===== config.mk =====
export PLATFORM = sky130hd
export DESIGN_NAME = hdr_classifier
export DESIGN_NICKNAME = d
export VERILOG_FILES = /design/src/rtl/hdrc_pkg.sv /design/src/rtl/hdrc_window.sv /design/src/rtl/hdrc_match.sv /design/src/rtl/hdr_classifier.sv
export SDC_FILE = /design/constraint.sdc
export NUM_CORES = 1
export LEC_CHECK = 0
export BUFFER_PORTS_ARGS = -buffer_cell sky130_fd_sc_hd__buf_4
export CAP_MARGIN = 20
export CORE_MARGIN = 2
export CORE_UTILIZATION = 35
export DETAILED_ROUTE_END_ITERATION = 12
export GPL_TIMING_DRIVEN = 0
export PLACE_DENSITY = 0.48
export SLEW_MARGIN = 25
export SYNTH_ARGS = -nofsm -noshare
export SYNTH_HDL_FRONTEND = slang
export SYNTH_SLANG_ARGS = --single-unit

===== constraint.sdc =====
create_clock -name clk -period 2.7 [get_ports clk]
set_input_delay 0.27 -clock clk [delete_from_list [all_inputs] [get_ports clk]]
set_output_delay 0.27 -clock clk [all_outputs]
set_load 0.01 [all_outputs]

===== src/rtl/hdrc_pkg.sv =====
package hdrc_pkg;
  localparam int WIN_W     = 128;
  localparam int WIN_BYTES = WIN_W / 8;
  localparam int MAX_SHIFT = WIN_BYTES - 3;

  typedef enum logic [3:0] {
    OP_ILL  = 4'd0,
    OP_CMP  = 4'd1,
    OP_OR   = 4'd2,
    OP_MASK = 4'd3,
    OP_STEP = 4'd4,
    OP_RZ   = 4'd5,
    OP_RNZ  = 4'd6,
    OP_RA   = 4'd7
  } op_e;

  typedef enum logic [2:0] {
    S_IDLE, S_FETCH, S_WAIT, S_STEP, S_RESULT, S_DRAIN
  } state_e;
endpackage


===== src/rtl/hdrc_window.sv =====
module hdrc_window #(
  parameter int W = 128
) (
  input  logic         clk,
  input  logic         rst_n,
  input  logic         clr,
  input  logic         shift_en,
  input  logic [7:0]   byte_in,
  output logic [W-1:0] win
);
  always_ff @(posedge clk) begin
    if (!rst_n || clr) win <= '0;
    else if (shift_en) win <= {win[W-9:0], byte_in};
  end
endmodule


===== src/rtl/hdrc_match.sv =====
module hdrc_match
  import hdrc_pkg::*;
#(
  parameter int W = 128
) (
  input  logic [W-1:0] win,
  input  logic [W-1:0] acc,
  input  op_e          op,
  input  logic [3:0]   shift,
  input  logic [23:0]  imm,
  output logic [W-1:0] acc_next,
  output logic         shift_ok
);
  logic [6:0]   amt;
  logic [W-1:0] field;
  logic [W-1:0] lane;
  logic [W-1:0] miss;

  assign amt      = {shift, 3'b000};
  assign field    = {{(W-24){1'b0}}, imm} << amt;
  assign lane     = {{(W-24){1'b0}}, 24'hFFFFFF} << amt;
  assign miss     = (win ^ field) & lane;
  assign shift_ok = (int'(shift) <= MAX_SHIFT);

  always_comb begin
    case (op)
      OP_CMP:  acc_next = miss;
      OP_OR:   acc_next = acc | miss;
      OP_MASK: acc_next = acc & field;
      default: acc_next = acc;
    endcase
  end
endmodule


===== src/rtl/hdr_classifier.sv =====
module hdr_classifier
  import hdrc_pkg::*;
#(
  parameter int          TGT_W    = 8,
  parameter int          HDR_MAX  = 64,
  parameter logic [29:0] TBL_BASE = 30'd0
) (
  input  logic             clk,
  input  logic             rst_n,
  input  logic             in_valid,
  output logic             in_ready,
  input  logic [7:0]       in_data,
  input  logic             in_last,
  output logic             fetch_req_valid,
  input  logic             fetch_req_ready,
  output logic [29:0]      fetch_addr,
  input  logic             fetch_rsp_valid,
  output logic             fetch_rsp_ready,
  input  logic [31:0]      fetch_rsp_data,
  output logic             res_valid,
  input  logic             res_ready,
  output logic [TGT_W-1:0] res_target,
  output logic             res_discard,
  output logic             res_error
);
  localparam int CW = $clog2(HDR_MAX + 1);

  state_e       state;
  logic [29:0]  pc;
  logic [WIN_W-1:0] acc, acc_next, win;
  logic [7:0]   step_left;
  logic [CW-1:0] hdr_cnt;
  logic         seen_last;

  // instruction fields
  logic        is_jmp, jmp_nz, acc_nz, shift_ok, take;
  op_e         op;
  logic [3:0]  sh;
  logic [23:0] imm;

  assign is_jmp = fetch_rsp_data[31];
  assign jmp_nz = fetch_rsp_data[30];
  assign op     = op_e'(fetch_rsp_data[31:28]);
  assign sh     = fetch_rsp_data[27:24];
  assign imm    = fetch_rsp_data[23:0];
  assign acc_nz = |acc;
  assign take   = jmp_nz ? acc_nz : !acc_nz;

  logic exec, stepping, full, win_clr, win_shift;
  assign exec     = (state == S_WAIT) && fetch_rsp_valid;
  assign stepping = (state == S_STEP) && (step_left != 8'd0);
  assign full     = (hdr_cnt == CW'(HDR_MAX));
  assign win_clr  = (state == S_IDLE) && in_valid;
  assign win_shift = stepping && (seen_last || (!full && in_valid));

  assign in_ready = (stepping && !seen_last && !full) || (state == S_DRAIN);
  assign fetch_req_valid = (state == S_FETCH);
  assign fetch_addr      = pc;
  assign fetch_rsp_ready = (state == S_WAIT);
  assign res_valid       = (state == S_RESULT);

  hdrc_window #(.W(WIN_W)) u_win (
    .clk(clk), .rst_n(rst_n), .clr(win_clr), .shift_en(win_shift),
    .byte_in(seen_last ? 8'h00 : in_data), .win(win)
  );

  hdrc_match #(.W(WIN_W)) u_match (
    .win(win), .acc(acc), .op(op), .shift(sh), .imm(imm),
    .acc_next(acc_next), .shift_ok(shift_ok)
  );

  always_ff @(posedge clk) begin
    if (!rst_n) begin
      state       <= S_IDLE;
      pc          <= TBL_BASE;
      acc         <= '0;
      step_left   <= '0;
      hdr_cnt     <= '0;
      seen_last   <= 1'b0;
      res_target  <= '0;
      res_discard <= 1'b0;
      res_error   <= 1'b0;
    end else begin
      case (state)
        S_IDLE: if (in_valid) begin
          pc        <= TBL_BASE;
          acc       <= '0;
          hdr_cnt   <= '0;
          seen_last <= 1'b0;
          state     <= S_FETCH;
        end
        S_FETCH: if (fetch_req_ready) state <= S_WAIT;
        S_WAIT: if (exec) begin
          if (is_jmp) begin
            pc    <= take ? fetch_rsp_data[29:0] : pc + 30'd1;
            state <= S_FETCH;
          end else begin
            case (op)
              OP_CMP, OP_OR, OP_MASK: begin
                if (shift_ok) begin
                  acc   <= acc_next;
                  pc    <= pc + 30'd1;
                  state <= S_FETCH;
                end else begin
                  res_discard <= 1'b1;
                  res_error   <= 1'b1;
                  state       <= S_RESULT;
                end
              end
              OP_STEP: begin
                step_left <= imm[7:0];
                pc        <= pc + 30'd1;
                state     <= S_STEP;
              end
              OP_RZ, OP_RNZ, OP_RA: begin
                if (op == OP_RA || (op == OP_RZ) == !acc_nz) begin
                  res_target  <= imm[TGT_W-1:0];
                  res_discard <= 1'b0;
                  res_error   <= 1'b0;
                  state       <= S_RESULT;
                end else begin
                  pc    <= pc + 30'd1;
                  state <= S_FETCH;
                end
              end
              default: begin
                res_discard <= 1'b1;
                res_error   <= 1'b1;
                state       <= S_RESULT;
              end
            endcase
          end
        end
        S_STEP: begin
          if (step_left == 8'd0) begin
            state <= S_FETCH;
          end else if (seen_last) begin
            step_left <= step_left - 8'd1;
          end else if (full) begin
            res_discard <= 1'b1;
            res_error   <= 1'b1;
            state       <= S_RESULT;
          end else if (in_valid) begin
            step_left <= step_left - 8'd1;
            hdr_cnt   <= hdr_cnt + CW'(1);
            seen_last <= in_last;
          end
        end
        S_RESULT: if (res_ready) state <= seen_last ? S_IDLE : S_DRAIN;
        S_DRAIN: if (in_valid && in_last) state <= S_IDLE;
        default: state <= S_IDLE;
      endcase
    end
  end
endmodule


==> metrics, run 1 <==
dominant synthesized flop cell dfxtp_1; unrepaired setup endpoints after global routing true; fmax 364 MHz; area leader, netlist dfxtp_1; Setup Skew 0.0248 ns; CP Max Fanout 6; DIE AREA 48000 um^2; failing checks setup timing; most instantiated cells after synthesis nand2_1, dfxtp_1, a21oi_1; terminus of the critical flop-to-flop path fetch_addr[6]; Worst Path Required 3.19 ns; Slowest-stage cell, CP mux2_4; post-route ant nets 0; register area share after synthesis 38.8%; fill count 4572; setup tns final -0.0880 ns; Slew headroom 13.0%; Syn Nets 2153; Top Ports 91; fin crit share 102%; Reg-to-Reg Start acc[49]; post-synthesis register bit count 314; Final WS setup -0.0485 ns; final-stage net count 2310; Synth cell types 73; fin area 20400 um^2; Min Hold Slack 0.0171 ns; share of post-route cells with drive strength above 1 16.2%; starting density of the core 35.6%; H-tree levels 2; DRC 0; vias in the first global route 15441; largest net degree at the start of global routing 20; final wirelength 67500 um; max cap viols 0; clk root buf clkbuf_16; Worst Setup End Kind register; CTS Sinks 314; CP arrival 3.24 ns; TritonCTS Buffers 39; Hold WC Path Type input pin to register; routed vias 16455; die extent in x 219 um; Post-Syn Area 16200 um^2; worst slew pin tran 1.30 ns; critical path's top delay family simple AND/OR/NAND/NOR gates; status finished, violations left; Mean Syn Cell Area 7.71 um^2; area fraction of the dominant cell type after synthesis 38.8%; Final Max Tran Viols 0; HPWL after DPL 49600 um; post-place instance area 17600 um^2; initial antenna violation count 0; post-route minimum period 2.75 ns; drt first pass iters 5; hold path cells 3; ys async rst share 0%; Startpoint Class register; Post-synth EDFFs 0; CP bufs+invs 2; Leakage 7.17 nW; worst vdd ir 0.444 mV; Overall Global Routing Usage 27.4%; first-pass GRT wire length 98800 um; worst reg-to-reg path cell count 9; Inserted Diodes 0; CTS tree built; PortBufs 79; cell chain of the critical path nor4_4, nand4_1, nor4_4, buf_6, and2_4, mux2_4, buf_6, o41ai_2, o2bb2ai_1; top cells by area, synth dfxtp_1, nand2_1, a21oi_1, xor2_1, o21ai_0; count leader, synth nand2_1; Syn Inst Count 2102; power per cell area 637 nW/um^2; crit-path max cell delay 0.40 ns; Clock Path Buffers 3; pre-CTS setup slack -1.09 ns; die height 219 um; Initial DRC Count 1390; num rows 78; flop2flop setup slack -0.05 ns; Overflow after GRT 0; core area 45600 um^2; Min-Delay Endpoint u_win.win[2]; Final setup viols 3; Hold Crit Start in_data[2]; Wirelength per Cell 23.4 um; Via density 5.69; routability congestion estimate from global placement 0.936; Worst-path clk slew 0.06 ns; clk_lat worst skew 0.58 ns; Hold Fails Final Rpt 0; critical path class register to register; Layout area overhead 25.7%; yosys warns 0
-- metrics by stage --
stage,instances,total power [mW],util [%]
CTS,2874,12.5,42.6
finish,2890,13.0,44.7
global placement,2781,6.99,38.5
detailed placement,2786,7.00,38.6
global route,2890,13.4,44.7
floorplan,2102,6.14,-
-- how the worst max path moves through the flow --
stage          cells past startpoint              to  slack [ns]     startpoint
2_1_floorplan                      8  fetch_addr[28]        0.31  fetch_addr[1]
3_3_place_gp                       9   fetch_addr[2]       -1.10        acc[71]
3_5_place_dp                       9  fetch_addr[26]       -1.09        acc[71]
4_1_cts                           10        acc[104]       -0.06       state[2]
5_1_grt                            8   fetch_addr[6]       -0.12        acc[43]
6_report                           9   fetch_addr[6]       -0.05        acc[49]
-- per-layer routing --
metal / wire length [um] / GRT usage (%) / up-vias
met4: 2610 / 10.2 / 0
met5: 0 / 0 / -
met2: 30100 / 42.8 / 616
met1: 30500 / 37.5 / 7978
li1: - / - / 7722
met3: 4320 / 5.16 / 139
-- cells in the final DEF (no fill, tap or decap), types with 15 or more instances in the layout --
master,n
a21boi_0,15
nor2b_1,32
a22oi_1,15
xor2_1,93
clkbuf_16,46
nor3_1,21
inv_1,16
o21ai_1,93
mux2_2,16
dfxtp_1,306
nor2_1,70
a21oi_1,258
o21ai_0,133
o2bb2ai_1,37
buf_4,100
mux2i_1,43
nand2_1,427
nand3_1,38
o31ai_4,15
nor4_2,18
clkbuf_1,90
clkbuf_2,33
xnor2_1,32
and2_1,35
-- layout make-up --
| type | instances | area [um^2] | area share (%) |
|---|---|---|---|
| repair buffers | 119 | 1060 | 5.20 |
| well taps | 600 | 751 | 3.69 |
| multi-input cells | 1615 | 10100 | 49.5 |
| flip-flops and latches | 314 | 6300 | 30.9 |
| plain buffers | 151 | 786 | 3.86 |
| inverters | 19 | 71.3 | 0.350 |
| clock buffers | 59 | 1170 | 5.75 |
| clock inverters | 13 | 141 | 0.694 |
-- tightest hold or removal path, delay by kind of cell --
kind            cells  cell delay [ns]
buf+inv             1             0.11
compound gates      1             0.07
simple gates        1             0.08
-- state kept, by name (all words and copies together), names as in the netlist, 3 cells and up --
name        cells
acc           128
fetch_addr     30
hdr_cnt         7
res_target      8
state           3
step_left       8
u_win.win     128
-- cells by family (layout without fill, tap and decap cells) --
logic type               after synthesis  after routing  synth area share [%]
adder cells (fa/ha/maj)                4              4                 0.309
XOR/XNOR                             125            125                  6.76
flip-flops                           314            314                  38.8
AO/OA/AOI/OAI                        673            673                  24.5
buffers and inverters                173            361                  4.29
multiplexers                          65             65                  4.25
AND/OR/NAND/NOR                      748            748                  21.1
-- report_power, final --
group | switching [mW] | internal [mW] | total [mW]
Sequential | 0.0535 | 4.67 | 4.72
Combinational | 1.87 | 0.979 | 2.85
Clock | 2.20 | 3.21 | 5.40
Total | 4.12 | 8.85 | 13.0
-- what timing repair did --
action / 4_1_cts / 5_1_grt
hold endpoints to repair: 7 / 0
cloned: 0 / 6
pin swaps: 13 / 65
hold buffers: 7 / 0
endpoints found under the setup margin: 277 / 265
setup buffers: 10 / 13
gates resized for setup: 80 / 176
(Power assumes the default switching activity.)
==> inputs of run 2 (changes only) <==
--- a/config.mk
+++ b/config.mk
@@ -5,6 +5,7 @@
 export SDC_FILE = /design/constraint.sdc
 export NUM_CORES = 1
 export LEC_CHECK = 0
+export ABC_AREA = 1
 export BUFFER_PORTS_ARGS = -buffer_cell sky130_fd_sc_hd__buf_4
 export CAP_MARGIN = 20
 export CORE_MARGIN = 2
==> run 2 against run 1 <==
  * The run now ends clean
  * Maximum frequency grew 6.9%
  * Flip-flop and latch count stayed put
  * Clock skew about the same
  * Clock-buffer cell count grew 4
  * Total power is 6.0% higher
  * Combinational power rose by 9.5%
  * Worst setup slack better by 0.18 ns
  * Via count grew 13%
  * First-iteration DRC count is 11% higher
  * Area after synthesis is 7.7% higher
  * Die area increased by 7.5%
  * Sequential power increased by 2%
==> metrics, run 2 <==
final wirelength 74700 um; fill count 5414; Via density 5.24; routed vias 18675; Post-Syn Area 17400 um^2; fmax 389 MHz; DP Cell Count 3471; dominant synthesized flop cell dfxtp_1; Worst-path clk slew 0.05 ns; Slowest-stage cell, CP o21ai_1; die height 227 um; num rows 81; max cap viols 0; DIE AREA 51600 um^2; Overall Global Routing Usage 28.8%; core area 49100 um^2; HPWL after DPL 56700 um; status completed; worst slew pin tran 1.06 ns; Leakage 7.80 nW; initial antenna violation count 2; CP arrival 3.05 ns; Worst Path Required 3.18 ns; die extent in x 227 um; register area share after synthesis 36.0%; area fraction of the dominant cell type after synthesis 36.0%; Syn Inst Count 2721; worst reg-to-reg path cell count 15; CTS Sinks 314; Register Area 6290 um^2; cell chain of the critical path buf_4, clkbuf_1, inv_1, o21ai_1, nand3_1, xor2_1, o21ai_0, nand2_1, a21oi_1; setup tns final 0 ns; Initial DRC Count 1542; Hold WC Path Type input pin to register; Reg-to-Reg Start acc[114]; Overflow after GRT 0; crit-path max cell delay 0.88 ns; DRC 0; total power 13.8 mW; fin crit share 95.3%; yosys warns 0; ys async rst share 0%; Wirelength per Cell 21.0 um; power per cell area 663 nW/um^2; Slew headroom 28.8%; routability congestion estimate from global placement 0.966; worst vdd ir 0.533 mV; Post-synth EDFFs 0; area leader, netlist dfxtp_1; post-route ant nets 0; Hold Crit Start fetch_rsp_data[2]; PortBufs 86; TritonCTS Buffers 41; commonest cells after routing, fill and taps aside nand2_1, nor2_1, dfxtp_1; multi-input logic area 10100 um^2; terminus of the critical flop-to-flop path fetch_addr[28]; Clock Path Buffers 3; starting density of the core 35.6%; Min-Delay Endpoint res_target[2]; hold path cells 3; unrepaired setup endpoints after global routing true; final-stage net count 2916; commonest non-fill, non-tap cell in the layout nand2_1; count leader, synth nand2_1; share of post-route cells with drive strength above 1 9.22%; H-tree levels 2; drt first pass iters 6; post-route minimum period 2.57 ns; CTS tree built; Setup Skew 0.0246 ns; first-pass GRT wire length 110000 um; Startpoint Class input pin; flop2flop setup slack 0.13 ns; Final Max Tran Viols 0; Top Ports 91; fin area 20700 um^2; Final setup viols 0; vias in the first global route 17357; clk root buf clkbuf_16; Mean Syn Cell Area 6.41 um^2; critical path class input pin to register; Inserted Diodes 0; clk_lat worst skew 0.57 ns; final non-filler cell total 3561; post-synthesis register bit count 314; CP Max Fanout 10; post-place instance area 19000 um^2; Hold Fails Final Rpt 0; largest net degree at the start of global routing 12; most instantiated cells after synthesis nand2_1, nor2_1, dfxtp_1; Worst Setup End Kind register; Layout area overhead 18.9%; top cells by area, synth dfxtp_1, nand2_1, nor2_1, o21ai_0, xor2_1; Synth cell types 46; Syn Nets 2772
-- run 2: routing by layer --
metal,vias up,GRT usage (%),routed length [um]
met1,8837,39.9,35000
met3,131,3.88,3880
met4,0,11.7,3100
li1,9165,-,-
met2,542,45.3,32700
met5,-,0,0
-- run 2: timing repair --
item | CTS | global route
hold buffers | 8 | 0
resized for setup | 30 | 59
buffers inserted | 5 | 2
pin swaps | 2 | 2
endpoints found under the setup margin | 235 | 270
hold endpoints to repair | 8 | 0
-- run 2: final cells by class --
cell class,count,share of cell area (%)
plain buffers,158,3.30
well taps,664,4.01
clock buffers,63,6.08
multi-input cells,2100,48.9
inverters,149,2.75
repair buffers,101,3.81
clock inverters,12,0.827
flip-flops and latches,314,30.3
-- run 2: worst max path at each step --
stage                             from  cells after the start              to
floorplan           fetch_rsp_data[27]                     12         acc[32]
global placement    fetch_rsp_data[24]                      9         acc[24]
detailed placement            state[2]                     10   u_win.win[52]
CTS                           state[2]                     11         acc[53]
global route                   acc[58]                     13  fetch_addr[16]
finish              fetch_rsp_data[25]                      9        acc[112]
-- run 2: logic make-up (layout without fill, tap and decap cells) --
logic type	after synthesis	in the layout	share of synthesized area, %
adders and majority gates	4	4	0.287
buffers and inverters	307	483	6.78
DFF	314	314	36.0
xor gates and xnor gates	151	151	7.58
and+or+nand+nor	1368	1368	31.6
AOI/OAI and AO/OA	577	577	17.7
-- run 2: where the power goes --
group	internal, mW	switching, mW
Sequential	4.72	0.101
Clock	3.60	2.21
Combinational	0.836	2.29
-- run 2: stage by stage --
stage | hold WS, ns | setup WS (ns) | util (%)
global placement | 0.437 | -0.902 | 38.6
finish | 0.0307 | 0.128 | 42.3
detailed placement | 0.440 | -0.538 | 38.7
CTS | 0.0108 | -0.0104 | 42.0
global route | 0.0620 | -0.0263 | 42.3
floorplan | 0.430 | 0.707 | -
-- run 2: critical path, delay by kind of cell --
kind	cells	cell delay (ns)
AOI/OAI and AO/OA	3	1.17
buffers and inverters	3	0.85
and+or+nand+nor	2	0.51
xor gates and xnor gates	1	0.25
